**src/rtl/fes_pkg.sv**
```systemverilog
package fes_pkg;
    typedef enum logic [3:0] {
        ST_READ,
        ST_UL1,
        ST_UL2,
        ST_SETUP,
        ST_UL4,
        ST_UL5,
        ST_BUSY,
        ST_SUSP,
        ST_FAIL
    } fes_state_e;

    typedef enum logic [1:0] {
        OP_NONE  = 2'd0,
        OP_ZERO  = 2'd1,
        OP_ERASE = 2'd2
    } fes_op_e;

    localparam logic [7:0] CMD_KEY1    = 8'hAA;
    localparam logic [7:0] CMD_KEY2    = 8'h55;
    localparam logic [7:0] CMD_SETUP   = 8'h80;
    localparam logic [7:0] CMD_CONFIRM = 8'h10;
    localparam logic [7:0] CMD_RESET   = 8'hF0;
    localparam logic [7:0] CMD_SUSPEND = 8'hB0;
    localparam logic [7:0] CMD_RESUME  = 8'h30;

    localparam int DEC_W = 12;
    localparam logic [DEC_W-1:0] BYTE_A1 = 12'hAAA;
    localparam logic [DEC_W-1:0] BYTE_A2 = 12'h555;
    localparam logic [DEC_W-1:0] WORD_A1 = 12'h555;
    localparam logic [DEC_W-1:0] WORD_A2 = 12'h2AA;
endpackage

```
**src/rtl/fes_bus_sense.sv**
```systemverilog
module fes_bus_sense (
    input  logic clk,
    input  logic rst_n,
    input  logic ce_n,
    input  logic we_n,
    input  logic oe_n,
    output logic wr_evt,
    output logic rd_evt
);
    typedef struct packed {
        logic we;
        logic oe;
    } sense_t;

    sense_t s_d, s_q;

    always_comb begin
        s_d.we = we_n;
        s_d.oe = oe_n;
        wr_evt = ~ce_n & we_n & ~s_q.we;
        rd_evt = ~ce_n & oe_n & ~s_q.oe;
    end

    always_ff @(posedge clk or negedge rst_n) begin
        if (!rst_n) s_q <= '{we: 1'b1, oe: 1'b1};
        else        s_q <= s_d;
    end
endmodule

```
**src/rtl/fes_cmd_decode.sv**
```systemverilog
module fes_cmd_decode
    import fes_pkg::*;
#(
    parameter int ADDR_W = 20
) (
    input  logic [ADDR_W-1:0] addr,
    input  logic [7:0]        wdata,
    input  logic              byte_mode,
    output logic              hit_key1,
    output logic              hit_key2,
    output logic              hit_setup,
    output logic              hit_confirm,
    output logic              hit_reset,
    output logic              hit_suspend,
    output logic              hit_resume
);
    logic [DEC_W-1:0] low_a;
    logic [DEC_W-1:0] a1;
    logic [DEC_W-1:0] a2;

    always_comb begin
        low_a       = addr[DEC_W-1:0];
        a1          = byte_mode ? BYTE_A1 : WORD_A1;
        a2          = byte_mode ? BYTE_A2 : WORD_A2;
        hit_key1    = (wdata == CMD_KEY1)    && (low_a == a1);
        hit_key2    = (wdata == CMD_KEY2)    && (low_a == a2);
        hit_setup   = (wdata == CMD_SETUP)   && (low_a == a1);
        hit_confirm = (wdata == CMD_CONFIRM) && (low_a == a1);
        hit_reset   = (wdata == CMD_RESET);
        hit_suspend = (wdata == CMD_SUSPEND);
        hit_resume  = (wdata == CMD_RESUME);
    end
endmodule

```
**src/rtl/fes_erase_timer.sv**
```systemverilog
module fes_erase_timer #(
    parameter int CYCLES = 4096
) (
    input  logic clk,
    input  logic rst_n,
    input  logic run,
    input  logic hold,
    output logic done,
    output logic in_erase
);
    localparam int CNT_W = $clog2(CYCLES);
    localparam int HALF  = CYCLES / 2;

    typedef struct packed {
        logic [CNT_W-1:0] cnt;
    } tmr_t;

    tmr_t t_d, t_q;

    always_comb begin
        t_d      = t_q;
        done     = run && (t_q.cnt == CNT_W'(CYCLES - 1));
        in_erase = (t_q.cnt >= CNT_W'(HALF));
        if (run)       t_d.cnt = done ? '0 : t_q.cnt + 1'b1;
        else if (!hold) t_d.cnt = '0;
    end

    always_ff @(posedge clk or negedge rst_n) begin
        if (!rst_n) t_q <= '0;
        else        t_q <= t_d;
    end


    cnt_range_chk: assert property (@(posedge clk) disable iff (!rst_n)
        t_q.cnt < CNT_W'(CYCLES));

    hold_freeze_chk: assert property (@(posedge clk) disable iff (!rst_n)
        (hold && !run) |=> (t_q.cnt == $past(t_q.cnt)));
endmodule

```
**src/rtl/flash_erase_seq.sv**
```systemverilog
module flash_erase_seq
    import fes_pkg::*;
#(
    parameter int ADDR_W       = 20,
    parameter int ERASE_CYCLES = 4096
) (
    input  logic              clk,
    input  logic              rst_n,
    input  logic              ce_n,
    input  logic              we_n,
    input  logic              oe_n,
    input  logic              byte_mode,
    input  logic [ADDR_W-1:0] addr,
    input  logic [7:0]        wdata,
    input  logic [7:0]        array_rdata,
    input  logic              erase_fail,
    output logic [7:0]        rd_data,
    output logic [1:0]        array_op
);
    typedef struct packed {
        fes_state_e st;
        logic       tog;
    } seq_t;

    seq_t r_d, r_q;
    logic wr_evt, rd_evt;
    logic hit_key1, hit_key2, hit_setup, hit_confirm;
    logic hit_reset, hit_suspend, hit_resume;
    logic t_done, t_in_erase;

    fes_bus_sense u_sense (
        .clk    (clk),
        .rst_n  (rst_n),
        .ce_n   (ce_n),
        .we_n   (we_n),
        .oe_n   (oe_n),
        .wr_evt (wr_evt),
        .rd_evt (rd_evt)
    );

    fes_cmd_decode #(.ADDR_W(ADDR_W)) u_dec (
        .addr        (addr),
        .wdata       (wdata),
        .byte_mode   (byte_mode),
        .hit_key1    (hit_key1),
        .hit_key2    (hit_key2),
        .hit_setup   (hit_setup),
        .hit_confirm (hit_confirm),
        .hit_reset   (hit_reset),
        .hit_suspend (hit_suspend),
        .hit_resume  (hit_resume)
    );

    fes_erase_timer #(.CYCLES(ERASE_CYCLES)) u_tmr (
        .clk      (clk),
        .rst_n    (rst_n),
        .run      (r_q.st == ST_BUSY),
        .hold     (r_q.st == ST_SUSP),
        .done     (t_done),
        .in_erase (t_in_erase)
    );

    always_comb begin
        r_d = r_q;
        case (r_q.st)
            ST_READ:  if (wr_evt && hit_key1) r_d.st = ST_UL1;
            ST_UL1:   if (wr_evt) r_d.st = hit_key2    ? ST_UL2   : ST_READ;
            ST_UL2:   if (wr_evt) r_d.st = hit_setup   ? ST_SETUP : ST_READ;
            ST_SETUP: if (wr_evt) r_d.st = hit_key1    ? ST_UL4   : ST_READ;
            ST_UL4:   if (wr_evt) r_d.st = hit_key2    ? ST_UL5   : ST_READ;
            ST_UL5:   if (wr_evt) r_d.st = hit_confirm ? ST_BUSY  : ST_READ;
            ST_BUSY: begin
                if (t_done)                    r_d.st = erase_fail ? ST_FAIL : ST_READ;
                else if (wr_evt && hit_reset)  r_d.st = ST_READ;
                else if (wr_evt && hit_suspend) r_d.st = ST_SUSP;
                if (rd_evt) r_d.tog = ~r_q.tog;
            end
            ST_SUSP: begin
                if (wr_evt && hit_reset)       r_d.st = ST_READ;
                else if (wr_evt && hit_resume) r_d.st = ST_BUSY;
            end
            ST_FAIL:  if (wr_evt && hit_reset) r_d.st = ST_READ;
            default:  r_d.st = ST_READ;
        endcase

        case (r_q.st)
            ST_BUSY: rd_data = {1'b0, r_q.tog, 1'b0, 2'b00, r_q.tog, 2'b00};
            ST_FAIL: rd_data = {1'b1, r_q.tog, 1'b1, 2'b00, r_q.tog, 2'b00};
            default: rd_data = array_rdata;
        endcase

        if (r_q.st == ST_BUSY) array_op = t_in_erase ? OP_ERASE : OP_ZERO;
        else                   array_op = OP_NONE;
    end

    always_ff @(posedge clk or negedge rst_n) begin
        if (!rst_n) r_q <= '{st: ST_READ, tog: 1'b0};
        else        r_q <= r_d;
    end


    status_toggle_chk: assert property (@(posedge clk) disable iff (!rst_n)
        (r_q.st == ST_BUSY && rd_evt) |=> (r_q.tog != $past(r_q.tog)));

    phase_order_chk: assert property (@(posedge clk) disable iff (!rst_n)
        (array_op == OP_ERASE) |=> (array_op != OP_ZERO));

    fail_sticky_chk: assert property (@(posedge clk) disable iff (!rst_n)
        (r_q.st == ST_FAIL && !(wr_evt && hit_reset)) |=> (r_q.st == ST_FAIL && $stable(r_q.tog)));

    busy_ignore_chk: assert property (@(posedge clk) disable iff (!rst_n)
        (r_q.st == ST_BUSY && wr_evt && !hit_reset && !hit_suspend && !t_done) |=> (r_q.st == ST_BUSY));

    susp_idle_chk: assert property (@(posedge clk) disable iff (!rst_n)
        (r_q.st == ST_SUSP) |-> (array_op == OP_NONE && rd_data == array_rdata));
endmodule

```
**config.mk**
```make
export PLATFORM = sky130hd
export DESIGN_NAME = flash_erase_seq
export DESIGN_NICKNAME = d
export VERILOG_FILES = /design/src/rtl/fes_pkg.sv /design/src/rtl/fes_bus_sense.sv /design/src/rtl/fes_cmd_decode.sv /design/src/rtl/fes_erase_timer.sv /design/src/rtl/flash_erase_seq.sv
export SDC_FILE = /design/constraint.sdc
export NUM_CORES = 1
export LEC_CHECK = 0
export BUFFER_PORTS_ARGS = -buffer_cell sky130_fd_sc_hd__buf_2
export CELL_PAD_IN_SITES_DETAIL_PLACEMENT = 0
export CELL_PAD_IN_SITES_GLOBAL_PLACEMENT = 1
export CORE_MARGIN = 2
export CORE_UTILIZATION = 38
export DETAILED_ROUTE_END_ITERATION = 7
export PLACE_DENSITY = 0.87
export SYNTH_ARGS = -nofsm -noshare
export SYNTH_HDL_FRONTEND = slang
export SYNTH_SLANG_ARGS = --single-unit
```
**constraint.sdc**
```tcl
create_clock -name clk -period 4.45 [get_ports clk]
set_clock_uncertainty 0.2 [all_clocks]
set_input_delay 0 -clock clk [delete_from_list [all_inputs] [get_ports clk]]
set_output_delay 0 -clock clk [all_outputs]
set_load 0.05 [all_outputs]
```
==> Word level (Yosys, flattened, before mapping) <==
Index checks and enable logic that the tools add are counted.
{ "op_classes": {"bitwise": 8, "eq_ne": 28, "mux": 27, "addsub": 1, "magnitude_cmp": 1, "reduce_logical": 12} }
{ "op_table": {"columns": ["cell", "n"], "rows": [
  ["$mux 4", 13],
  ["$mux 12", 4],
  ["$pmux 4 s9", 1],
  ["$eq 8x8->1 const B", 4],
  ["$eq 12x12->1", 2],
  ["$eq 4x3->1 const B", 4],
  ["$pmux 8 s2", 1],
  ["$ne 2x2->1 const B", 7],
  ["$add 12x1->12 const B", 1],
  ["$eq 12x12->1 const B", 1],
  ["$ge 12x12->1 const B", 1],
  ["$mux 11", 1],
  ["$logic_and 1x1->1", 9],
  ["$mux 3", 3],
  ["$reduce_and 9->1", 1],
  ["$eq 4x2->1 const B", 2],
  ["$eq 8x5->1 const B", 1],
  ["$eq 8x6->1 const B", 1],
  ["$eq 8x7->1 const B", 1],
  ["$mux 2", 4],
  ["$and 1x1->1", 4],
  ["$eq 4x1->1 const B", 1],
  ["$eq 4x4->1 const B", 1],
  ["$logic_not 4->1", 1],
  ["5 further kinds", 8]
]} }
{ "word_totals": {"inputBits": 43, "out_inout_bits": 10, "reg_bits": 19, "wordCells": 82} }

==> Longest topological paths before layout <==
{ "depth": {"word_depth": 8, "depth_mapped": 8, "depth_no_buf": 7} }

==> By module <==
Synthesis repeated with hierarchy kept, for this count alone.
{ "hier_totals": {"cells_unflattened": 182, "area_unflattened_um2": 1547.7} }
{ "by_module_without_submodules": {"columns": ["module", "cells_each", "n_inst", "area_each_um2", "seq_area_each_um2"], "rows": [
  ["fes_erase_timer", 77, 1, 691.9, 300.3],
  ["flash_erase_seq", 60, 1, 500.5, 125.1],
  ["fes_cmd_decode", 41, 1, 287.8, 0.0],
  ["fes_bus_sense", 4, 1, 67.6, 52.6]
]} }

==> Worst setup path after synthesis <==
Ideal clock, no wire load.
{ "synth_timing": {"path_kind": "register -> register", "start": "register u_tmr.t_q[0] (netlist bit)", "end": "register r_q[1] (netlist bit)", "path_slack_ps": 2337, "stages_incl_launch_ff": 8, "t_arrival_ps": 1788, "required_ps": 4125, "cell_sequence": "dfrtp_1 ha_1 nor2b_1 nand4_1 nor2_1 nor3_1 a211oi_2 mux2_2"} }
{ "synth_via": {"elab_chain_cells": 4, "elab_cells_between_ends": 6} }
{ "synth_lines": {"columns": ["element", "line_no", "text"], "rows": [
  ["start: declaration", "fes_erase_timer.sv:18", "tmr_t t_d, t_q;"],
  ["start signal: assignment", "fes_erase_timer.sv:30", "else t_q <= t_d;"],
  ["$eq 12x12->1 *", "fes_erase_timer.sv:22", "done = run && (t_q.cnt == CNT_W'(CYCLES - 1));"],
  ["$logic_and 1x1->1 *", "fes_erase_timer.sv:22", null],
  ["$ne 4x4->1 (no line) or $mux 4 (tied branches)", null, null],
  ["$reduce_and 9->1 (no line) or $pmux 4 s9 (tied branches)", null, null],
  ["end signal: assignment", "flash_erase_seq.sv:97", "if (!rst_n) r_q <= '{st: ST_READ, tog: 1'b0};"],
  ["end signal: assignment", "flash_erase_seq.sv:98", "else r_q <= r_d;"],
  ["end: declaration", "flash_erase_seq.sv:25", "seq_t r_d, r_q;"]
]} }
Mark *: on every way between the ends. The rest lies on a longest branch, timed or not.
A chain may end at the register's enable or synchronous reset.

==> Worst setup path after layout <==
{ "layout_timing": {"start": "register r_q[1] (netlist bit)", "end": "register r_q[3] (netlist bit)"} }
{ "layout_via": {"elab_chain_cells": 4, "elab_cells_between_ends": 22} }
{ "layout_lines": {"columns": ["element", "line_no"], "rows": [
  ["$eq 4x3->1", "flash_erase_seq.sv:57, flash_erase_seq.sv:65"],
  ["$logic_and 1x1->1", "fes_erase_timer.sv:22"],
  ["$ne 4x4->1 (no line) or $mux 4 (tied branches)", null],
  ["$reduce_and 9->1 (no line) or $pmux 4 s9 (tied branches)", null]
]} }
Parallel ways exist; a longest one is shown, timed or not.

==> results_dict.tcl <==
set metrics [dict create \
    outcome "finished clean" \
    cts_made_buffers 3 \
    rsz0062_at_grt "false" \
    syn_area_um2 1480 \
    placementRows 22 \
    dpl.hpwl_um 2650 \
    power_uw 427 \
    p_switching_uw 129 \
    yosysUniqueCellTypes 45 \
    drt_first_pass_iters 4 \
    synthFlopType "dfrtp_1" \
    seq_power_share_pct 45.6 \
    max_stage_delay_ns 0.54 \
    required_ns 4.39 \
    worst_pin_slew_ns 0.673 \
    slew_headroom_pct 54.5 \
    end_kind "flop" \
    grt_pass1_wl_um 6110 \
    fmaxAchievable_ghz 0.388 \
    dr_total_vias 1461 \
    synth_area_leaders "dfrtp_1 (29%), nand2_1 (5.3%), o21ai_0 (4.4%)" \
    cap_violations 0 \
    tns_ns 0 \
    synth.top_cell.area_share_pct 28.7 \
    avgSynthCellArea_um2 8.34 \
    cts.clk_slew.worst_paths_ns 0.07 \
    chipWidth_um 66.5 \
    gp_congestion 0.848 \
    place_inst 263 \
    slowest_stage "nor4_1" \
    final_hold_viol_count 0 \
    ys_ff_latch 19 \
    period_share_pct 58.0 \
    coreArea_um2 3720 \
    design_area_um2 1810 \
    grt_max_degree 20 \
    ant_nets 0 \
    placed_area_um2 1720 \
    io-pin-count 53 \
    arrival_ns 2.52 \
    overflow 0 \
    clkLatencyLatePin_ns 0.25 \
    fin_ws_ns 1.87 \
    utilization_pct 48.7 \
    fin_nets 270 \
    power_density_nw_per_um2 236 \
    comb_power_share_pct 26.6 \
    wl_um 3490 \
    antennaDiodeCount 0 \
    drc 0 \
    ctsResizeCount 0 \
    swShare_pct 30.1 \
    clk_path_buf_depth 2 \
    synth_top_family_by_area "simple AND/OR/NAND/NOR gates" \
    layout-drive-gt1-share_pct 28.6 \
    cp_max_fo 13 \
    netlist_instances 178 \
    synth-simple-area-share_pct 42.6 \
    synth_commonest_cells "nand2_1 (21), dfrtp_1 (17), nor2_1 (16)" \
    yosys.cell_count.top_type "nand2_1" \
    routedWlPerCell_um 12.8 \
    io_buffers 44 \
    drt_iter0_markers 56 \
    grt_pass1_vias 1411 \
    vias_per_cell 5.37 \
    dieArea_um2 4420 \
    drv_slew 0 \
    cts.sinks 19 \
    synth-compound-area-share_pct 12.5 \
    async_flop_share_pct 100 \
    cts_tree "done" \
    cp-start-kind "flop" \
    synthAdderAreaFrac_pct 1.69 \
    clockPowerShare_pct 27.7 \
    yosysSeqAreaShare_pct 32.2 \
    power_leakage_nw 0.809 \
    min_path_type "input pin to async pin" \
    start_util_pct 39.9 \
    synth_xor_area_share_pct 2.95 \
    timing.rr.start "r_q[1]" \
    critPathKind "flop to flop" \
    fillers 384 \
    track_usage_pct 17.6 \
    dp_slack_ns 1.88 \
    vdd_ir_drop_max_mv 0.198 \
    yosysTopAreaCell "dfrtp_1" \
    final.min_clock_period_ns 2.58 \
    hold_ws_ns 0.0195 \
    synth_mux_area_share_pct 3.79 \
    h-tree-depth 1 \
    setup_viol 0 \
    intPower_uw 298 \
    cp-startpoint "r_q[1]" \
    ctsRootBufferMaster "clkbuf_8" \
    yosysWarnings 0 \
    synthesis.nets 223 \
    die_height_um 66.5 \
    path_cells "nand4bb_1, nor4_1, nor3_1, a31oi_1, o211ai_1, mux2_2" \
    area_growth_syn_to_layout_pct 22.0 \
    final_cells 272 \
    antenna_found_initial 0 \
    synth_edf_count 0 \
    post_cts_buffers 0 \
]
## placed cells by master, fill, tap and decap left out, drive strengths merged, types with 2 or more instances in the layout
| cell | instances |
|---|---|
| nor3 | 8 |
| or3 | 2 |
| nand2 | 21 |
| nor3b | 3 |
| nand4 | 9 |
| a31oi | 4 |
| and2b | 4 |
| nor2 | 16 |
| buf | 44 |
| nand2b | 3 |
| and3 | 8 |
| dfrtp | 17 |
| nor2b | 5 |
| mux2 | 5 |
| nand3 | 13 |
| ha | 2 |
| inv | 4 |
| nor4b | 2 |
| dlygate4sd3 | 5 |
| xnor2 | 2 |
| o21ai | 13 |
| dfstp | 2 |
| clkbuf | 4 |
| and4bb | 3 |
| a21oi | 2 |
| xor2 | 3 |
| nor4 | 4 |
| nand4b | 2 |
## cells by family (layout without fill, tap and decap cells)
| group | count (synthesis) | after routing |
|---|---|---|
| flops | 19 | 19 |
| buf+inv | 11 | 57 |
| fa+ha+maj | 2 | 2 |
| mux | 5 | 5 |
| xor+xnor | 5 | 5 |
| compound gates | 27 | 27 |
| simple gates | 109 | 109 |
## timing repair
item | CTS | global route
endpoints found under the hold margin | 23 | 0
hold buffers | 5 | 0
setup endpoints to repair | 0 | 0
## power groups by stage
stage               sequential [mW]  clock [mW]  combinational, mW
floorplan                     0.187           0             0.0948
CTS                           0.195       0.125              0.114
finish                        0.195       0.118              0.114
global route                  0.197       0.131              0.126
detailed placement            0.199           0              0.110
global placement              0.198           0              0.109
## critical path, delay by kind of cell, from the launching register on
| kind | cells | cell delay, ns |
|---|---|---|
| compound gates | 2 | 0.33 |
| flops | 1 | 0.51 |
| mux | 1 | 0.27 |
| simple gates | 3 | 1.14 |
## layout make-up
type / instances / area (um2) / area share, %
flip-flops and latches: 19 / 478 / 26.4
multi-input cells: 148 / 942 / 52.0
clock buffers: 4 / 45.0 / 2.49
well taps: 48 / 60.1 / 3.32
inverters: 4 / 15.0 / 0.829
repair buffers: 49 / 270 / 14.9
## state kept, by name, summed over array words and instances, names as in the netlist
signal       cells
r_q              5
u_tmr.t_q       12
u_sense.s_q      2
## worst paths after layout
| path | slack [ns] | end | cells past startpoint |
|---|---|---|---|
| setup / recovery | 1.87 | r_q[3] | 6 |
| hold / removal | 0.02 | u_tmr.t_q[0] | 2 |
| setup reg to reg | 1.87 | r_q[3] | 6 |
| hold reg to reg | 0.29 | r_q[0] | 1 |
| max in group asynchronous | 3.69 | u_sense.s_q[0] | 2 |
| min in group clk | 0.13 | r_q[1] | 5 |
## per-layer routing
layer / wire length (um) / GRT usage (%) / share of wire [%] / vias to the layer above
met3: 146 / 3.21 / 4.2 / 0
li1: - / - / - / 744
met1: 1670 / 22.6 / 48 / 684
met4: 0 / 3.32 / 0 / 0
met5: 0 / 0 / 0 / -
met2: 1670 / 30.9 / 48 / 33
Power figures use the tool's default switching activity.
